$ cat src/rtl/lxu_pkg.sv
package lxu_pkg;

   typedef enum logic [3:0] {
      OP_EXT_HALF = 4'b0100,
      OP_EXT_BYTE = 4'b0101,
      OP_INS_HALF = 4'b0110,
      OP_INS_BYTE = 4'b0111
   } lxu_op_e;

   typedef struct packed {
      logic neg;
      logic zero;
      logic ovf;
      logic carry;
   } lxu_flags_t;

endpackage

$ cat src/rtl/lxu_insert.sv
module lxu_insert #(
   parameter int DATA_W = 32,
   parameter int BYTE_W = 8
) (
   input  logic                          half_mode,
   input  logic [$clog2(DATA_W/BYTE_W)-1:0] lane_sel,
   input  logic [DATA_W-1:0]             dst_word,
   input  logic [2*BYTE_W-1:0]           src_low,
   output logic [DATA_W-1:0]             merged
);
   localparam int LANES    = DATA_W / BYTE_W;
   localparam int SEL_BITS = $clog2(LANES);

   for (genvar i = 0; i < LANES; i++) begin : g_lane
      localparam int HIDX = i / 2;
      localparam int PART = i % 2;
      logic             hit_byte;
      logic             hit_half;
      logic             hit;
      logic [BYTE_W-1:0] fill;

      assign hit_byte = (lane_sel == SEL_BITS'(i));
      assign hit_half = (lane_sel[SEL_BITS-1:1] == (SEL_BITS-1)'(HIDX));
      assign hit      = half_mode ? hit_half : hit_byte;
      assign fill     = half_mode ? src_low[PART*BYTE_W +: BYTE_W]
                                  : src_low[BYTE_W-1:0];
      assign merged[i*BYTE_W +: BYTE_W] = hit ? fill : dst_word[i*BYTE_W +: BYTE_W];
   end

endmodule

$ cat src/rtl/lxu_extract.sv
module lxu_extract
   import lxu_pkg::*;
#(
   parameter int DATA_W = 32,
   parameter int BYTE_W = 8
) (
   input  logic                             half_mode,
   input  logic [$clog2(DATA_W/BYTE_W)-1:0] lane_sel,
   input  logic [DATA_W-1:0]                src_word,
   output logic [DATA_W-1:0]                ext_word,
   output lxu_flags_t                       ext_flags
);
   localparam int LANES    = DATA_W / BYTE_W;
   localparam int SEL_BITS = $clog2(LANES);
   localparam int LOG_BW   = $clog2(BYTE_W);
   localparam int SH_W     = $clog2(DATA_W);

   logic [DATA_W-1:0] cand_val [2];
   lxu_flags_t        cand_flg [2];

   // k = 0: byte field, k = 1: halfword field
   for (genvar k = 0; k < 2; k++) begin : g_width
      localparam int FW = BYTE_W << k;
      logic [SH_W-1:0]      sh;
      logic [DATA_W-1:0]    fld;
      logic [DATA_W-FW-1:0] upper;
      logic                 sgn;

      assign sh    = (SH_W'(lane_sel) >> k) << (k + LOG_BW);
      assign fld   = src_word >> sh;
      assign upper = fld[DATA_W-1:FW];
      assign sgn   = fld[FW-1];

      assign cand_val[k]       = {{(DATA_W-FW){sgn}}, fld[FW-1:0]};
      assign cand_flg[k].neg   = sgn;
      assign cand_flg[k].zero  = (fld[FW-1:0] == '0);
      assign cand_flg[k].carry = |upper;
      assign cand_flg[k].ovf   = |(upper ^ {(DATA_W-FW){sgn}});
   end

   assign ext_word  = half_mode ? cand_val[1] : cand_val[0];
   assign ext_flags = half_mode ? cand_flg[1] : cand_flg[0];

endmodule

$ cat src/rtl/lxu_top.sv
module lxu_top
   import lxu_pkg::*;
#(
   parameter int DATA_W = 32,
   parameter int BYTE_W = 8
) (
   input  logic              clk,
   input  logic              rst_n,
   input  logic [3:0]        op_i,
   input  logic [DATA_W-1:0] dst_i,
   input  logic [DATA_W-1:0] src_i,
   input  logic [DATA_W-1:0] pos_i,
   input  logic [3:0]        flags_i,
   output logic [DATA_W-1:0] result_o,
   output logic [3:0]        flags_o,
   output logic              valid_o
);
   localparam int LANES    = DATA_W / BYTE_W;
   localparam int SEL_BITS = $clog2(LANES);

   if (DATA_W % BYTE_W != 0) begin : g_chk_div
      $error("lxu_top: DATA_W must be a multiple of BYTE_W");
   end
   if (LANES < 4 || (1 << SEL_BITS) != LANES) begin : g_chk_lanes
      $error("lxu_top: lane count must be a power of two, at least 4");
   end
   if ((1 << $clog2(BYTE_W)) != BYTE_W) begin : g_chk_bw
      $error("lxu_top: BYTE_W must be a power of two");
   end

   logic [SEL_BITS-1:0] lane_sel;
   logic [DATA_W-1:0]   unused_pos_hi;
   logic                op_ok, is_ins, is_half;
   logic [DATA_W-1:0]   ins_word, ext_word, nxt_word;
   lxu_flags_t          ext_flags;
   logic [3:0]          nxt_flags;

   assign lane_sel      = pos_i[SEL_BITS-1:0];
   assign unused_pos_hi = pos_i;

   always_comb begin
      op_ok   = 1'b1;
      is_ins  = 1'b0;
      is_half = 1'b0;
      case (op_i)
         OP_EXT_HALF: is_half = 1'b1;
         OP_EXT_BYTE: ;
         OP_INS_HALF: begin is_ins = 1'b1; is_half = 1'b1; end
         OP_INS_BYTE: is_ins = 1'b1;
         default:     op_ok = 1'b0;
      endcase
   end

   lxu_insert #(.DATA_W(DATA_W), .BYTE_W(BYTE_W)) u_ins (
      .half_mode (is_half),
      .lane_sel  (lane_sel),
      .dst_word  (dst_i),
      .src_low   (src_i[2*BYTE_W-1:0]),
      .merged    (ins_word)
   );

   lxu_extract #(.DATA_W(DATA_W), .BYTE_W(BYTE_W)) u_ext (
      .half_mode (is_half),
      .lane_sel  (lane_sel),
      .src_word  (src_i),
      .ext_word  (ext_word),
      .ext_flags (ext_flags)
   );

   assign nxt_word  = is_ins ? ins_word : ext_word;
   assign nxt_flags = is_ins ? flags_i : ext_flags;

   always_ff @(posedge clk) begin
      if (!rst_n) begin
         result_o <= '0;
         flags_o  <= '0;
         valid_o  <= 1'b0;
      end else if (op_ok) begin
         result_o <= nxt_word;
         flags_o  <= nxt_flags;
         valid_o  <= 1'b1;
      end else begin
         valid_o  <= 1'b0;
      end
   end

   assert_valid_R10: assert property (@(posedge clk) disable iff (!rst_n)
      op_ok |=> valid_o);

   assert_hold_R11: assert property (@(posedge clk) disable iff (!rst_n)
      !op_ok |=> (!valid_o && $stable(result_o) && $stable(flags_o)));

   assert_ins_flags_R3: assert property (@(posedge clk) disable iff (!rst_n)
      (op_ok && is_ins) |=> (flags_o == $past(flags_i)));

   assert_sext_R4: assert property (@(posedge clk) disable iff (!rst_n)
      (op_i == OP_EXT_BYTE) |=>
         (result_o[DATA_W-1:BYTE_W] == {(DATA_W-BYTE_W){result_o[BYTE_W-1]}}));

   assert_nz_R6: assert property (@(posedge clk) disable iff (!rst_n)
      (op_ok && !is_ins) |=>
         (flags_o[3] == result_o[DATA_W-1] && flags_o[2] == (result_o == '0)));

   assert_keep_R1: assert property (@(posedge clk) disable iff (!rst_n)
      (op_i == OP_INS_BYTE && pos_i[SEL_BITS-1:0] == '0) |=>
         (result_o[DATA_W-1:BYTE_W] == $past(dst_i[DATA_W-1:BYTE_W]) &&
          result_o[BYTE_W-1:0] == $past(src_i[BYTE_W-1:0])));

endmodule

$ cat config.mk
export PLATFORM = sky130hd
export DESIGN_NAME = lxu_top
export DESIGN_NICKNAME = d
export VERILOG_FILES = /design/src/rtl/lxu_pkg.sv /design/src/rtl/lxu_insert.sv /design/src/rtl/lxu_extract.sv /design/src/rtl/lxu_top.sv
export SDC_FILE = /design/constraint.sdc
export NUM_CORES = 1
export LEC_CHECK = 0
export ABC_AREA = 1
export CORE_MARGIN = 2
export CORE_UTILIZATION = 43
export DETAILED_ROUTE_END_ITERATION = 7
export PLACE_DENSITY = 0.82
export SLEW_MARGIN = 20
export SYNTH_ARGS = -nofsm -noshare
export SYNTH_HDL_FRONTEND = slang
export SYNTH_SLANG_ARGS = --single-unit
$ cat constraint.sdc
create_clock -name clk -period 1.9 [get_ports clk]
set_clock_uncertainty 0.1 [all_clocks]
set_input_delay 0.38 -clock clk [delete_from_list [all_inputs] [get_ports clk]]
set_output_delay 0.38 -clock clk [all_outputs]
set_load 0.02 [all_outputs]
Word level (Yosys, flattened, before mapping)
Cells that the tools add are included. W data, S select, Z words.

Memory bits (writable): 0. Input port bits: 106. Register bits: 37. Memories kept: 0. Memory bits (read-only): 0. Output and inout port bits: 37. Latch bits: 0. Word-level logic and storage cells: 42.

Shift-type cells: 2. $add $sub $neg: 0. Div/mod/pow operators: 0. Reductions and logical operators: 10. $lt $le $gt $ge: 0. Mux-type cells: 17. Eq/ne operators: 7. Multiply operators: 0. Bitwise logic cells: 3.

Operators with widths (number): $mux W32 (2); $shr A32 B5 Y32 (2); $reduce_or A24 Y1 (2); $mux W8 (5); $reduce_or A16 Y1 (2); $xor A24 B24 Y24 (1); $eq A4 B3 Y1 const B (4); $logic_not A16 Y1 (1); $xor A16 B16 Y16 (1); $logic_not A8 Y1 (1); $mux W1 (8); $mux W4 (2); $eq A2 B2 Y1 const B (2); $reduce_or A2 Y1 (2); $reduce_or A4 Y1 (1); $eq A2 B1 Y1 const B (1); $logic_not A2 Y1 (1); $not A1 Y1 (1).

Logic depth before layout (Yosys ltp)
Gate-level depths: netlist of the first run.

Depth in word-level cells: 6. Mapped depth: 16.

Cells and area by module
A second synthesis of the first run with hierarchy kept.

Cells, all modules: 803. Area, all modules: 4025.1 um^2.

Modules (own cells, without submodules): lxu_top (cells an instance 374, seq. area each 740.7 um^2, times used 1, area an instance 2080.7 um^2); lxu_extract (cells an instance 295, seq. area each 0.0 um^2, times used 1, area an instance 1398.8 um^2); lxu_insert (cells an instance 134, seq. area each 0.0 um^2, times used 1, area an instance 545.5 um^2).

Worst setup path after synthesis of the first run
No wires, ideal clock.

Path type: input port to flip-flop. Start point: input op_i[2]. End point: register result_o[24]. Slack: 198 ps. Setup time: 122 ps. Data required time: 1678 ps. Arrival time: 1480 ps. Cell stages on the path: 9. Path through: inv_1 nor2_4 nand2_2 buf_6 clkinv_1 nand2_1 a21oi_4 buf_12 a21oi_2.

Longest elaborated chain between the ends: 6.

Ends and longest elaborated chain: start, declared (RTL line lxu_top.sv:9) `input logic [3:0] op_i,`; $eq A4 B3 Y1 (RTL line lxu_top.sv:45) `case (op_i)`; $reduce_or A2 Y1 (no source line); $mux W1 (RTL line lxu_top.sv:45); $mux W8 or $mux W1 (tied branches) (RTL line lxu_insert.sv:25, lxu_insert.sv:24); $mux W8 (RTL line lxu_insert.sv:27) `assign merged[i*BYTE_W +: BYTE_W] = hit ? fill : dst_word[i*BYTE_W +: BYTE_W];`; $mux W32 (RTL line lxu_top.sv:70) `assign nxt_word = is_ins ? ins_word : ext_word;`; end signal, assigned (RTL line lxu_top.sv:79) `result_o <= nxt_word;`; end, declared (RTL line lxu_top.sv:14) `output logic [DATA_W-1:0] result_o,`.

Several ways; a longest one is shown, not always the timed one. A chain may end at the register's enable or synchronous reset.

Worst setup path in the final report of the first run
Start point: input op_i[3]. End point: register result_o[26].

Same word-level chain as after synthesis.

==> impl_metrics.py, run 1 <==
metrics = {
    "sta": {
        "fin_crit_sh_pct": 97.9,
        "hold_viol": 0,
        "worst_slew_pin_slew_ns": 0.377,
        "fmaxAchievable_mhz": 537,
        "fin_crit_ns": 1.86,
        "hold_ws_ns": 0.385,
        "drv_slew": 0,
        "setup_viol": 0,
        "rsz0062_at_grt": "true",
        "relSlewSlack_pct": 74.7,
    },
    "clocking": {
        "clock_latency_ns": 0.31,
        "clock_path_buffers": 2,
        "numCtsBuffers": 5,
        "cts_tree": "built",
        "ctsRootBufferMaster": "clkbuf_8",
        "cts_hold_buf": 0,
        "htreeDepth": 2,
        "cts.clk_slew.worst_paths_ns": 0.09,
        "clock-sinks": 37,
    },
    "global_routing": {
        "grtUsageTotal_pct": 37.9,
        "grt_pass1_vias": 4719,
        "gr-total-overflow": 0,
        "grt_start_max_net_pins": 35,
        "antenna_found_initial": 0,
        "grt_first_pass_wirelength_um": 24500,
    },
    "layout": {
        "fillerInstances": 534,
        "n_antenna_cell": 0,
        "fin_util_pct": 77.6,
        "area_delta_synth_final_pct": 74.8,
        "drive_above_1_share_pct": 25.8,
        "nNetsFinal": 845,
    },
    "placement": {
        "routabilityCongestion": 1.06,
        "numPortBuffers": 112,
        "dp_hpwl_um": 11200,
    },
    "route": {
        "drc": 0,
        "antenna_left": 0,
        "routed_wl_um": 15600,
        "drt_iter0_drc": 447,
        "drt-pass1-iter-count": 6,
        "wl_per_cell_um": 18.6,
        "vias_per_cell": 5.65,
        "via_count": 4737,
    },
    "setup_path": {
        "crit_required_ns": 2.03,
        "worstPathArrival_ns": 1.99,
        "worstPathMaxFanout": 6,
        "start_kind": "input port",
        "cp-end-kind": "flip-flop",
        "crit_type": "input port to flip-flop",
    },
    "pwr": {
        "p_leak_nw": 2.64,
        "p_per_area_nw_per_um2": 480,
        "max-vdd-ir-drop_mv": 0.309,
    },
    "floorplan": {
        "row_count": 31,
        "die_x_um": 90.3,
        "die_h_um": 90.3,
        "io_pins": 143,
        "core_area_sq_um": 7210,
        "start_util_pct": 44.4,
        "die_area_sq_um": 8150,
    },
    "synthesis": {
        "async_flop_share_pct": 0,
        "syn_area_sq_um": 3200,
        "synth-seq-area-share_pct": 23.1,
        "synth-seq-cells": 37,
        "syn_area_per_cell_sq_um": 6.03,
        "yosys_warnings": 0,
        "synth-edff-count": 0,
        "synth_cell_type_count": 37,
        "syn_inst": 531,
        "synth_nets": 637,
        "synth_flop_cell": "dfxtp_1",
    },
    "outcome": {
        "status": "completed",
    },
    "worst_hold_path": {
        "hold_class": "flip-flop to flip-flop",
    },
    "flow_run": {
        "drv_cap": 0,
    },
}
[cells in the mapped netlist (2+ instances only)]
master	count	share of area (%)
o21ai_0	61	9.5
buf_4	4	0.94
a21oi_2	12	3.3
a31oi_1	5	0.98
o221ai_1	8	2.2
nor2_1	58	6.8
clkbuf_1	9	1.1
inv_2	3	0.35
nand3_1	18	2.8
o211ai_1	20	4.7
nor3_1	5	0.78
nand2_2	3	0.59
dfxtp_1	37	23
nand2_4	2	0.70
buf_2	5	0.78
nand2_1	157	18
o21ai_1	4	0.63
inv_4	3	0.59
o22ai_1	3	0.59
a22oi_1	2	0.47
a21oi_4	2	1.0
inv_1	45	5.3
buf_6	11	3.9
a21oi_1	34	5.3
o21ai_2	2	0.55
nor2_4	2	0.70
nand4_1	6	1.2
[timing repair]
item / 4_1_cts / 5_1_grt
setup endpoints to repair: 35 / 22
resized for setup: 34 / 38
gates cloned: 5 / 0
buffers inserted: 9 / 2
pin swaps: 11 / 5
[registers in the layout (all words and copies together) (netlist names)]
| signal | count |
|---|---|
| result_o | 32 |
| flags_o | 4 |
| valid_o | 1 |
[through the flow]
| step | power (mW) | setup TNS (ns) | std cells | setup slack, ns | cell area (sq um) |
|---|---|---|---|---|---|
| 3_3_place_gp | 1.93 | -14.64 | 815 | -0.506 | 5120 |
| 6_report | 2.68 | 0 | 839 | 0.0392 | 5600 |
| 4_1_cts | 2.62 | 0 | 837 | 0.00213 | 5510 |
| 5_1_grt | 2.78 | -0.0267 | 839 | -0.0202 | 5600 |
| 3_5_place_dp | 1.94 | -15.85 | 815 | -0.514 | 5120 |
| 2_1_floorplan | 1.35 | 0 | 531 | 0.198 | 3200 |
[kinds of logic after synthesis]
kind of cell | count (synthesis) | share of synthesized area, %
buffers and inverters | 83 | 13.7
AOI/OAI and AO/OA | 157 | 30.4
DFF | 37 | 23.1
and+or+nand+nor | 254 | 32.8
[layer usage]
layer  track usage [%]  part of all wire (%)
met3              7.26                   8.0
met5                 0                     0
met1              44.9                    39
met4              16.0                   4.1
met2              66.7                    49
[worst paths after layout]
kind | startpoint | slack [ns] | endpoint | depth (start not counted)
setup / recovery | op_i[3] | 0.04 | result_o[26]$_SDFFE_PN0P_ | 12
hold / removal | flags_o[1]$_SDFFE_PN0P_ | 0.38 | flags_o[1]$_SDFFE_PN0P_ | 2
setup reg to reg | result_o[7]$_SDFFE_PN0P_ | 0.91 | result_o[7]$_SDFFE_PN0P_ | 4
hold reg to reg | flags_o[1]$_SDFFE_PN0P_ | 0.38 | flags_o[1]$_SDFFE_PN0P_ | 2
[worst max-delay path, cell delays in order]
cell and delay, ns:
dlygate4sd2_1 0.26, nor2_4 0.18, buf_12 0.12, buf_6 0.09, inv_2 0.04, nor2_4 0.11
buf_6 0.13, inv_6 0.04, bufbuf_16 0.26, a21oi_2 0.09, o21ai_1 0.10, a21oi_2 0.17
[area by class of cell]
cell class / instances / area, sq um / area share, %
Sequential cell: 37 / 741 / 13.2
Tap cell: 99 / 124 / 2.21
Multi-Input combinational cell: 411 / 2130 / 38.0
Clock buffer: 6 / 82.6 / 1.48
Clock inverter: 2 / 13.8 / 0.246
Inverter: 52 / 210 / 3.76
Timing Repair Buffer: 232 / 2300 / 41.0
[where the power goes]
part / switching, mW / internal, mW
clock network: 0.331 / 0.295
registers: 0.0268 / 0.826
logic: 0.616 / 0.588
total: 0.974 / 1.71
[cells in the final DEF (no fill, tap or decap), types with 2 or more instances in the layout]
cell	n
dlymetal6s2s_1	11
buf_12	11
clkdlybuf4s50_1	97
a22oi_1	2
bufbuf_16	4
a21oi_1	28
clkbuf_8	6
buf_4	99
a21oi_4	2
nand2_2	7
inv_1	42
o22ai_1	3
nand2_4	3
dfxtp_1	37
o21ai_1	15
nand2_1	152
nand4_1	6
nor2_1	50
nor2_4	3
o21ai_0	47
o21ai_2	5
nor3_1	3
nand3_1	18
nor2_2	7
a21oi_2	18
buf_6	5
inv_4	2
nor3_2	3
inv_2	5
o221ai_2	2
o211ai_1	20
dlygate4sd2_1	2
a31oi_1	5
o221ai_1	6
clkinv_4	2
Note: power is estimated with default switching activity, not from simulation.
==> run 2: changes to the inputs <==
CAP_MARGIN = 20   (was default)
==> results of run 2 <==
The final DEF is identical to that of run 1; final timing and power are the same.
